<file path="config.mk">
export PLATFORM = sky130hd
export DESIGN_NAME = mesh_route_vc_sel
export DESIGN_NICKNAME = d
export VERILOG_FILES = /design/src/rtl/mesh_route_pkg.sv /design/src/rtl/mesh_hop_eval.sv /design/src/rtl/mesh_route_state.sv /design/src/rtl/mesh_port_mask.sv /design/src/rtl/mesh_route_vc_sel.sv
export SDC_FILE = /design/constraint.sdc
export NUM_CORES = 1
export LEC_CHECK = 0
export BUFFER_PORTS_ARGS = -buffer_cell sky130_fd_sc_hd__buf_2
export CORE_ASPECT_RATIO = 1.1
export CORE_MARGIN = 1
export CORE_UTILIZATION = 25
export DETAILED_ROUTE_END_ITERATION = 7
export PLACE_DENSITY = 0.47
export SKIP_LAST_GASP = 1
export SLEW_MARGIN = 30
export SYNTH_ARGS = -nofsm -noshare
export SYNTH_HDL_FRONTEND = slang
export SYNTH_SLANG_ARGS = --single-unit
</file>
<file path="constraint.sdc">
create_clock -name clk -period 1.2 [get_ports clk]
set_input_delay 0.06 -clock clk [delete_from_list [all_inputs] [get_ports clk]]
set_output_delay 0.06 -clock clk [all_outputs]
set_load 0.02 [all_outputs]
</file>
<file path="src/rtl/mesh_route_pkg.sv">
package mesh_route_pkg;

    typedef enum logic [2:0] {
        PORT_LOCAL = 3'd0,
        PORT_EAST  = 3'd1,
        PORT_WEST  = 3'd2,
        PORT_NORTH = 3'd3,
        PORT_SOUTH = 3'd4
    } port_e;

    // Which axes still shorten the distance, and the sign on each axis.
    typedef struct packed {
        logic need_x;
        logic need_y;
        logic go_east;
        logic go_north;
    } hop_need_t;

    function automatic logic port_is_vertical(port_e p);
        return (p == PORT_NORTH) || (p == PORT_SOUTH);
    endfunction

    function automatic logic port_is_horizontal(port_e p);
        return (p == PORT_EAST) || (p == PORT_WEST);
    endfunction

endpackage

</file>
<file path="src/rtl/mesh_hop_eval.sv">
module mesh_hop_eval
    import mesh_route_pkg::*;
#(
    parameter int X_W = 4,
    parameter int Y_W = 4
) (
    input  logic [X_W-1:0] cur_x,
    input  logic [Y_W-1:0] cur_y,
    input  logic [X_W-1:0] dst_x,
    input  logic [Y_W-1:0] dst_y,
    output hop_need_t      need
);
    always_comb begin
        need.need_x   = (cur_x != dst_x);
        need.need_y   = (cur_y != dst_y);
        need.go_east  = (dst_x > cur_x);
        need.go_north = (dst_y > cur_y);
    end
endmodule

</file>
<file path="src/rtl/mesh_route_state.sv">
module mesh_route_state
    import mesh_route_pkg::*;
(
    input  logic      clk,
    input  logic      rst,
    input  logic      head_i,
    input  logic      stall_i,
    input  hop_need_t need_i,
    output hop_need_t held_o,
    output logic      vert_o,
    output logic      live_o
);
    hop_need_t held_q;
    logic      vert_q;
    logic      live_q;
    logic      both_axes;

    assign both_axes = held_q.need_x && held_q.need_y;

    always_ff @(posedge clk) begin
        if (rst) begin
            held_q <= '0;
            vert_q <= 1'b0;
            live_q <= 1'b0;
        end else if (head_i) begin
            held_q <= need_i;
            vert_q <= !need_i.need_x && need_i.need_y;
            live_q <= 1'b1;
        end else if (stall_i && both_axes) begin
            vert_q <= !vert_q;
        end
    end

    assign held_o = held_q;
    assign vert_o = vert_q;
    assign live_o = live_q;

    // a stall with two productive axes swaps the axis
    a_r8_axis_flip: assert property (@(posedge clk) disable iff (rst)
        (!head_i && stall_i && both_axes) |=> (vert_q != $past(vert_q)));

    // a stall with at most one productive axis keeps the axis
    a_r9_axis_keep: assert property (@(posedge clk) disable iff (rst)
        (!head_i && stall_i && !both_axes) |=> $stable(vert_q));

    // no head and no stall leaves the route untouched
    a_r10_hold: assert property (@(posedge clk) disable iff (rst)
        (!head_i && !stall_i) |=> ($stable(vert_q) && $stable(held_q) && $stable(live_q)));

    // a head flit starts on the horizontal axis whenever it has columns to cross
    a_r11_head_wins: assert property (@(posedge clk) disable iff (rst)
        (head_i && need_i.need_x) |=> !vert_q);
endmodule

</file>
<file path="src/rtl/mesh_port_mask.sv">
module mesh_port_mask
    import mesh_route_pkg::*;
#(
    parameter int NUM_VC = 4
) (
    input  hop_need_t         held_i,
    input  logic              vert_i,
    input  logic              live_i,
    output port_e             port_o,
    output logic [NUM_VC-1:0] mask_o
);
    localparam int ESC_VC = NUM_VC - 1;

    logic at_dest;
    logic restrict_esc;

    assign at_dest      = !held_i.need_x && !held_i.need_y;
    assign restrict_esc = live_i && !at_dest && vert_i && held_i.need_x;

    always_comb begin
        if (!live_i || at_dest)
            port_o = PORT_LOCAL;
        else if (vert_i)
            port_o = held_i.go_north ? PORT_NORTH : PORT_SOUTH;
        else
            port_o = held_i.go_east ? PORT_EAST : PORT_WEST;
    end

    for (genvar v = 0; v < NUM_VC; v++) begin : g_vc
        if (v == ESC_VC) begin : g_esc
            assign mask_o[v] = live_i && !restrict_esc;
        end else begin : g_norm
            assign mask_o[v] = live_i;
        end
    end
endmodule

</file>
<file path="src/rtl/mesh_route_vc_sel.sv">
module mesh_route_vc_sel
    import mesh_route_pkg::*;
#(
    parameter int X_W    = 4,
    parameter int Y_W    = 4,
    parameter int NUM_VC = 4
) (
    input  logic              clk,
    input  logic              rst,
    input  logic              head_vld,
    input  logic              stall_prev,
    input  logic [X_W-1:0]    cur_x,
    input  logic [Y_W-1:0]    cur_y,
    input  logic [X_W-1:0]    dst_x,
    input  logic [Y_W-1:0]    dst_y,
    output logic [2:0]        out_port,
    output logic [NUM_VC-1:0] vc_mask
);
    hop_need_t need_now;
    hop_need_t need_held;
    logic      vert_sel;
    logic      route_live;
    port_e     port_sel;

    mesh_hop_eval #(.X_W(X_W), .Y_W(Y_W)) u_eval (
        .cur_x (cur_x),
        .cur_y (cur_y),
        .dst_x (dst_x),
        .dst_y (dst_y),
        .need  (need_now)
    );

    mesh_route_state u_state (
        .clk     (clk),
        .rst     (rst),
        .head_i  (head_vld),
        .stall_i (stall_prev),
        .need_i  (need_now),
        .held_o  (need_held),
        .vert_o  (vert_sel),
        .live_o  (route_live)
    );

    mesh_port_mask #(.NUM_VC(NUM_VC)) u_mask (
        .held_i (need_held),
        .vert_i (vert_sel),
        .live_i (route_live),
        .port_o (port_sel),
        .mask_o (vc_mask)
    );

    assign out_port = port_sel;

    // in reset no channel is offered and the port is local
    a_r1_reset_idle: assert property (@(posedge clk)
        rst |=> (out_port == 3'd0 && vc_mask == '0));

    // horizontal-first on a head flit with columns to cross
    a_r2_x_first: assert property (@(posedge clk) disable iff (rst)
        (head_vld && cur_x != dst_x) |=> port_is_horizontal(port_sel));

    // arrival ejects locally with every channel
    a_r4_eject: assert property (@(posedge clk) disable iff (rst)
        (head_vld && cur_x == dst_x && cur_y == dst_y) |=> (out_port == 3'd0 && &vc_mask));

    // horizontal links never restrict channels
    a_r5_x_all_vc: assert property (@(posedge clk) disable iff (rst)
        port_is_horizontal(port_sel) |-> &vc_mask);

    // the reserved vertical channel is granted only in the destination column
    a_r6_escape_reserved: assert property (@(posedge clk) disable iff (rst)
        (port_is_vertical(port_sel) && vc_mask[NUM_VC-1]) |-> !need_held.need_x);
endmodule

</file>
# Word level (Yosys, flattened, before mapping)
# Index checks and enable logic that the tools add are counted.
[word_totals]
regBits = 6
elab_cells = 33
[classes]
muxes = 6
order_cmp = 2
n_eq_ne = 2
n_reduce_logical = 17
[ops]
columns = ["op", "n"]
rows = [
  ["3-bit two-way mux", 3],
  ["4-bit > comparator", 2],
  ["1-bit logical AND", 8],
  ["4-bit != test", 2],
  ["1-bit zero test", 7],
  ["1-bit two-way mux", 2],
  ["2-bit two-way mux", 1],
  ["2-bit nonzero test", 1],
  ["1-bit logical OR", 1],
]

# Logic depth before layout (Yosys ltp)
# Gate-level depths: netlist (run 1).
[depth]
depth_word = 8
mapped_depth = 6

# Hierarchy
# From an unflattened synthesis (run 1), not the netlist that was laid out.
[hier_totals]
cells_unflattened = 59
area_unflattened_um2 = 511.7
[by_module_without_submodules]
columns = ["module", "area_each_um2", "n_inst", "cells_per_inst"]
rows = [
  ["mesh_route_state", 242.7, 1, 22],
  ["mesh_hop_eval", 195.2, 1, 26],
  ["mesh_port_mask", 73.8, 1, 11],
]

# Worst setup path after synthesis (run 1)
# Ideal clock, no wire load.
[synth_timing]
path_type = "reg2out"
start = "register u_state.live_q (netlist: u_state.live_o)"
end = "output port out_port[2]"
arrival_time_ps = 1030
t_required_ps = 1140
slack_ps = 110
path_stages_with_launch = 3
path_cell_list = "dfxtp_1 > o21ai_1 > nor3b_1"
[synth_between]
elab_chain_len = 3
[synth_lines]
columns = ["item", "line", "text"]
rows = [
  ["start, declared", "mesh_route_state.sv:15", "logic live_q;"],
  ["start signal, assigned", "mesh_route_state.sv:24", "live_q <= 1'b0;"],
  ["start signal, assigned", "mesh_route_state.sv:28", "live_q <= 1'b1;"],
  ["1-bit zero test", "mesh_port_mask.sv:21", "if (!live_i || at_dest)"],
  ["1-bit logical OR", "mesh_port_mask.sv:21", ""],
  ["3-bit two-way mux", "mesh_port_mask.sv:21", ""],
  ["end, declared", "mesh_route_vc_sel.sv:16", "output logic [2:0] out_port,"],
]
# Every way passes these cells.

# Final worst setup path (run 1)
[layout_timing]
start = "register u_state.held_q, in the netlist u_state.held_o[3]"
end = "output port out_port[2]"
[layout_between]
elab_chain_len = 4
[layout_lines]
columns = ["item", "line", "text"]
rows = [
  ["start, declared", "mesh_route_state.sv:13", "hop_need_t held_q;"],
  ["start signal, assigned", "mesh_route_state.sv:26", "held_q <= need_i;"],
  ["1-bit zero test", "mesh_port_mask.sv:17", "assign at_dest = !held_i.need_x && !held_i.need_y;"],
  ["1-bit logical AND", "mesh_port_mask.sv:17", ""],
  ["1-bit logical OR", "mesh_port_mask.sv:21", ""],
  ["3-bit two-way mux", "mesh_port_mask.sv:21", ""],
]
# Every way passes these cells.

==> flow_summary.yaml, run 1 <==
outcome:
  outcome: "finished, violations left"
  violations: "DRC"
route:
  drt-total-wl_um: 922
  drtPass1Iterations: 6
  ant_nets: 0
  viasPerCell: 4.56
  drt_drc_violations_left: 1
  num_vias: 479
  detail_route.wl_per_cell_um: 8.78
  detail_route.iter0.violations: 6
critical_path:
  startpoint_type: "flip-flop"
  cp.arrival_ns: 1.09
  worstRegToRegCells: 3
  endpoint_kind: "output pin"
  rrSetupSlack_ns: 0.27
  crit_slowest_cell: "dfxtp_1"
  crit_path_cell_trace: "o21ai_1 -> nor3b_2 -> buf_2"
  cp_max_fo: 4
  max_stage_delay_ns: 0.35
  crit_type: "reg -> out"
  required_ns: 1.14
die:
  design.die.area_um2: 2130
  core_region_area_um2: 1800
  die_w_um: 44.1
  initial_core_util_pct: 27.0
  num_rows: 16
  die_h_um: 48.3
  num_io_pins: 27
power:
  irDropWorstVdd_v: 0.000257
  p_sw_share_pct: 28.5
  internal_power_w: 0.000410
  total_power_w: 0.000573
  seq_power_share_pct: 41.0
  p_leak_nw: 0.349
  p_sw_w: 0.000163
  powerDensity_nw_per_um2: 896
  pwr-share-comb_pct: 28.5
  p_clk_share_pct: 30.5
yosys:
  async_flop_share_pct: 0
  syn_nets: 90
  yosysUniqueCellTypes: 23
  synth_seq_area_share_pct: 24.7
  netlist_area_um2: 487
  synth_edf_count: 0
  ys.warnings.count: 0
  ys.flop_type: "dfxtp_1"
  synth_cells: 62
  avgSynthCellArea_um2: 7.85
  ys_seq_elements: 6
cells_and_area:
  layout_common_cells: "26 x buf_2, 11 x inv_1, 8 x ha_1"
  area_growth_syn_to_layout_pct: 31.4
  fill_cells: 197
  antenna_cells: 0
  fin_util_pct: 35.5
  layout_commonest_cell: "buf_2"
  drive_above_1_share_pct: 37.9
  nets: 117
run:
  cap_violations: 0
timing:
  skew_ns: 0.000588
  finalHoldViolCount: 0
  setup_ws_ns: 0.0513
  setup-violations-final: 0
  relSlewSlack_pct: 83.2
  grt_setup_unrepaired: "yes"
  max_freq_mhz: 871
  finalCritPeriodShare_pct: 95.7
  slew_violations: 0
  fin_setup_tns_ns: 0
  worst_pin_slew_ns: 0.250
  post-route-min-period_ns: 1.15
clock_tree:
  cts_tree: "built"
  clock-sinks: 6
  path_clk_slew_ns: 0.04
  cts_buffers: 3
  clock-root-buffer: "clkbuf_4"
  cts_buffer_depth: 2
  hold_buffers: 0
  post-cts-setup-buffers: 0
  htreeDepth: 1
  worstSkewPairLatency_ns: 0.23
global_route:
  overflow: 0
  gr-usage-met2_pct: 16.2
  use_met3_pct: 0
  busiest_layer: "met2"
  grt_pass1_vias: 439
  grtUsageTotal_pct: 9.79
  grt_pass1_wl_um: 1590
  antenna_found_initial: 0
  grt_start_max_net_pins: 10
  grt.met1_usage_pct: 13.3
placed_design:
  dp.final_hpwl_um: 789
  io_buffers: 26
  place.gp.congestion: 0.625
  dp_slack_ns: -0.00756
hold_path:
  hold_class: "in -> reg"
  hold_depth: 2
-- per-layer routing --
| metal | wire [um] | share of wire (%) |
|---|---|---|
| met1 | 436 | 47 |
| met2 | 450 | 49 |
| met3 | 35 | 3.8 |
| met4 | 0 | 0 |
| met5 | 0 | 0 |
-- metrics by stage --
step / instance area (um2) / cells / hold slack (ns)
2_1_floorplan: 487 / 62 / 0.129
3_3_place_gp: 609 / 102 / 0.315
3_5_place_dp: 609 / 102 / 0.322
4_1_cts: 633 / 105 / 0.0636
5_1_grt: 639 / 105 / 0.0926
6_report: 639 / 105 / 0.0729
-- what timing repair did --
item                       in CTS  in global routing
pin swaps                       0                  0
setup endpoints to repair       1                  3
resized for setup               1                  2
cloned                          0                  0
-- layout make-up --
| cell class | count | area, um2 | area share [%] |
|---|---|---|---|
| multi-input cells | 41 | 300 | 47.0 |
| clock buffers | 3 | 22.5 | 3.52 |
| well taps | 18 | 22.5 | 3.52 |
| flip-flops and latches | 6 | 123 | 19.2 |
| repair buffers | 26 | 130 | 20.4 |
| inverters | 11 | 41.3 | 6.46 |
-- cell usage after synthesis, types with 2 or more instances --
cell     number  area share [%]
nor2_1        7             5.4
inv_1        11             8.5
buf_4         4             6.2
ha_1          8              21
a21oi_1       6             6.2
dfxtp_1       6              25
o32ai_1       2             3.6
nand2_1       3             2.3
-- power groups by stage --
stage               logic, W  registers, W  clock network (W)
global placement    0.000163      0.000237                  0
detailed placement  0.000165      0.000236                  0
floorplan           0.000115      0.000233                  0
global route        0.000191      0.000238           0.000191
finish              0.000163      0.000235           0.000175
CTS                 0.000166      0.000233           0.000185
-- cell families (layout without fill, tap and decap cells) --
family / after synthesis / in the layout / share of synthesized area, %
AO/OA/AOI/OAI: 14 / 14 / 18.5
XOR/XNOR: 1 / 1 / 1.80
adder cells (fa/ha/maj): 8 / 8 / 20.6
buffers and inverters: 15 / 40 / 14.7
flip-flops: 6 / 6 / 24.7
multiplexers: 1 / 1 / 2.06
AND/OR/NAND/NOR: 17 / 17 / 17.7
-- flip-flops by register name, indices dropped and copies added (netlist names) --
name,count
u_state.live_o,1
u_state.vert_o,1
u_state.held_o,4
-- worst max-delay path, delay by kind of cell (launching register included) --
| family | cells | cell delay [ns] |
|---|---|---|
| simple gates | 1 | 0.19 |
| flops | 1 | 0.35 |
| compound gates | 1 | 0.13 |
| buf+inv | 1 | 0.18 |
-- final timing paths --
check                                       start                end
worst max-delay path            u_state.held_o[3]        out_port[2]
worst min-delay path                          rst  u_state.held_o[1]
worst max register to register  u_state.held_o[2]     u_state.vert_o
worst min register to register  u_state.held_o[1]  u_state.held_o[1]
(Power assumes the default switching activity.)
==> inputs of run 2 (changes only) <==
RECOVER_POWER = 100   (was unset)
==> flow_summary.yaml, run 2 (same netlist as run 1, synthesis figures left out) <==
outcome:
  outcome: "finished, violations left"
  violations: "DRC"
cells_and_area:
  multi_input_area_um2: 300
  fin_cells: 105
  final_area_um2: 636
  area_growth_syn_to_layout_pct: 30.6
  seq_area_um2: 123
  antenna_cells: 0
  largest_reg_flops: 4
  fill_cells: 199
  layout_common_cells: "21 x buf_2, 11 x inv_1, 8 x ha_1"
  nets: 117
  layout_commonest_cell: "buf_2"
  drive_above_1_share_pct: 34.5
critical_path:
  reg2reg_to: "u_state.vert_o"
  crit_slowest_cell: "dfxtp_1"
  startpoint_type: "flip-flop"
  endpoint_kind: "output pin"
  cp_max_fo: 4
  cp_top_family: "flip-flops"
  worstRegToRegCells: 3
  crit_type: "reg -> out"
  cp.arrival_ns: 1.09
  cp_num_buf_inv: 1
  reg2reg_from: "u_state.held_o[3]"
  rrSetupSlack_ns: 0.27
  required_ns: 1.14
  max_stage_delay_ns: 0.36
  crit_path_cell_trace: "o21ai_1 -> nor3b_2 -> buf_2"
clock_tree:
  hold_buffers: 0
  clock-root-buffer: "clkbuf_4"
  cts_tree: "built"
  htreeDepth: 1
  cts_buffers: 3
  clock-sinks: 6
  cts_buffer_depth: 2
  path_clk_slew_ns: 0.04
  worstSkewPairLatency_ns: 0.24
die:
  initial_core_util_pct: 27.0
  design.die.area_um2: 2130
  die_w_um: 44.1
  core_region_area_um2: 1800
  num_rows: 16
  num_io_pins: 27
  die_h_um: 48.3
global_route:
  gr-usage-met2_pct: 16.2
  grt_pass1_vias: 439
  overflow: 0
  antenna_found_initial: 0
  grt_start_max_net_pins: 10
  grt_pass1_wl_um: 1590
  busiest_layer: "met2"
  use_met3_pct: 0
  grtUsageTotal_pct: 9.79
  grt.met1_usage_pct: 13.3
power:
  pwr-share-comb_pct: 28.1
  total_power_w: 0.000575
  p_sw_w: 0.000167
  p_sw_share_pct: 29.1
  internal_power_w: 0.000408
  powerDensity_nw_per_um2: 904
  p_clk_share_pct: 31.0
  p_leak_nw: 0.337
  irDropWorstVdd_v: 0.000262
  seq_power_share_pct: 40.9
route:
  drtPass1Iterations: 6
  drt_drc_violations_left: 1
  viasPerCell: 4.59
  detail_route.wl_per_cell_um: 8.90
  detail_route.iter0.violations: 6
  ant_nets: 0
  num_vias: 482
  drt-total-wl_um: 935
timing:
  grt_setup_unrepaired: "yes"
  relSlewSlack_pct: 83.2
  worst_pin_slew_ns: 0.250
  skew_ns: 0.000226
  finalHoldViolCount: 0
  setup-violations-final: 0
  slew_violations: 0
  finalCritPeriodShare_pct: 96.2
  post-route-min-period_ns: 1.15
  max_freq_mhz: 866
hold_path:
  min_to: "u_state.held_o[1]"
  hold_class: "in -> reg"
  hold_depth: 2
  holdCritStartpoint: "rst"
run:
  cap_violations: 0
placed_design:
  placed_cell_area_um2: 609
  io_buffers: 26
  dp.cells: 102
  place.gp.congestion: 0.625
  dp.final_hpwl_um: 789
[run 2: changes by cell type in the layout (fill, tap and decap cells not counted)]
cell      delta
buf_2        -5
clkbuf_1     +3
clkbuf_2     +2
[run 2: timing repair]
item | in CTS | in global routing
endpoints found under the setup margin | 1 | 3
buffers inserted | 0 | 0
gates resized for setup | 1 | 2
[run 2: worst max path at each step]
stage	startpoint	end	slack, ns	cells after the start
floorplan	u_state.live_o	out_port[2]	0.11	2
global placement	cur_y[3]	u_state.vert_o	0.02	7
detailed placement	cur_y[3]	u_state.vert_o	-0.008	7
CTS	u_state.vert_o	out_port[0]	0.02	3
global route	u_state.held_o[3]	out_port[2]	-0.02	3
finish	u_state.held_o[3]	out_port[2]	0.05	3
[run 2: per-stage QoR]
| step | setup TNS, ns | setup slack (ns) | util [%] | hold slack (ns) |
|---|---|---|---|---|
| floorplan | 0 | 0.110 | - | 0.129 |
| global placement | 0 | 0.0234 | 33.8 | 0.315 |
| detailed placement | -0.0122 | -0.00756 | 33.8 | 0.322 |
| CTS | 0 | 0.0233 | 35.1 | 0.0636 |
| global route | -0.0223 | -0.0223 | 35.3 | 0.0926 |
| finish | 0 | 0.0457 | 35.3 | 0.0735 |
[run 2: layout make-up]
| type | count | area share [%] |
|---|---|---|
| Clock buffer | 3 | 3.54 |
| Timing Repair Buffer | 26 | 19.9 |
| Tap cell | 18 | 3.54 |
| Inverter | 11 | 6.50 |
| Multi-Input combinational cell | 41 | 47.2 |
| Sequential cell | 6 | 19.3 |
[run 2: metal layers]
layer  wire length [um]  up-vias
li1                   -      260
met1                442      205
met2                449       17
met3                 42        0
met4                  0        0
met5                  0        -
[run 2: power by group through the flow]
stage	Clock [W]	Sequential, W	Combinational [W]
2_1_floorplan	0	0.000233	0.000115
3_3_place_gp	0	0.000237	0.000163
3_5_place_dp	0	0.000236	0.000165
4_1_cts	0.000185	0.000233	0.000166
5_1_grt	0.000191	0.000238	0.000189
6_report	0.000178	0.000235	0.000162
[run 2: worst register-to-register path, cell delays in order, from the launching register on]
cell,delay (ns)
dfxtp_1,0.36
nand3_1,0.10
xor2_1,0.16
o32ai_1,0.22
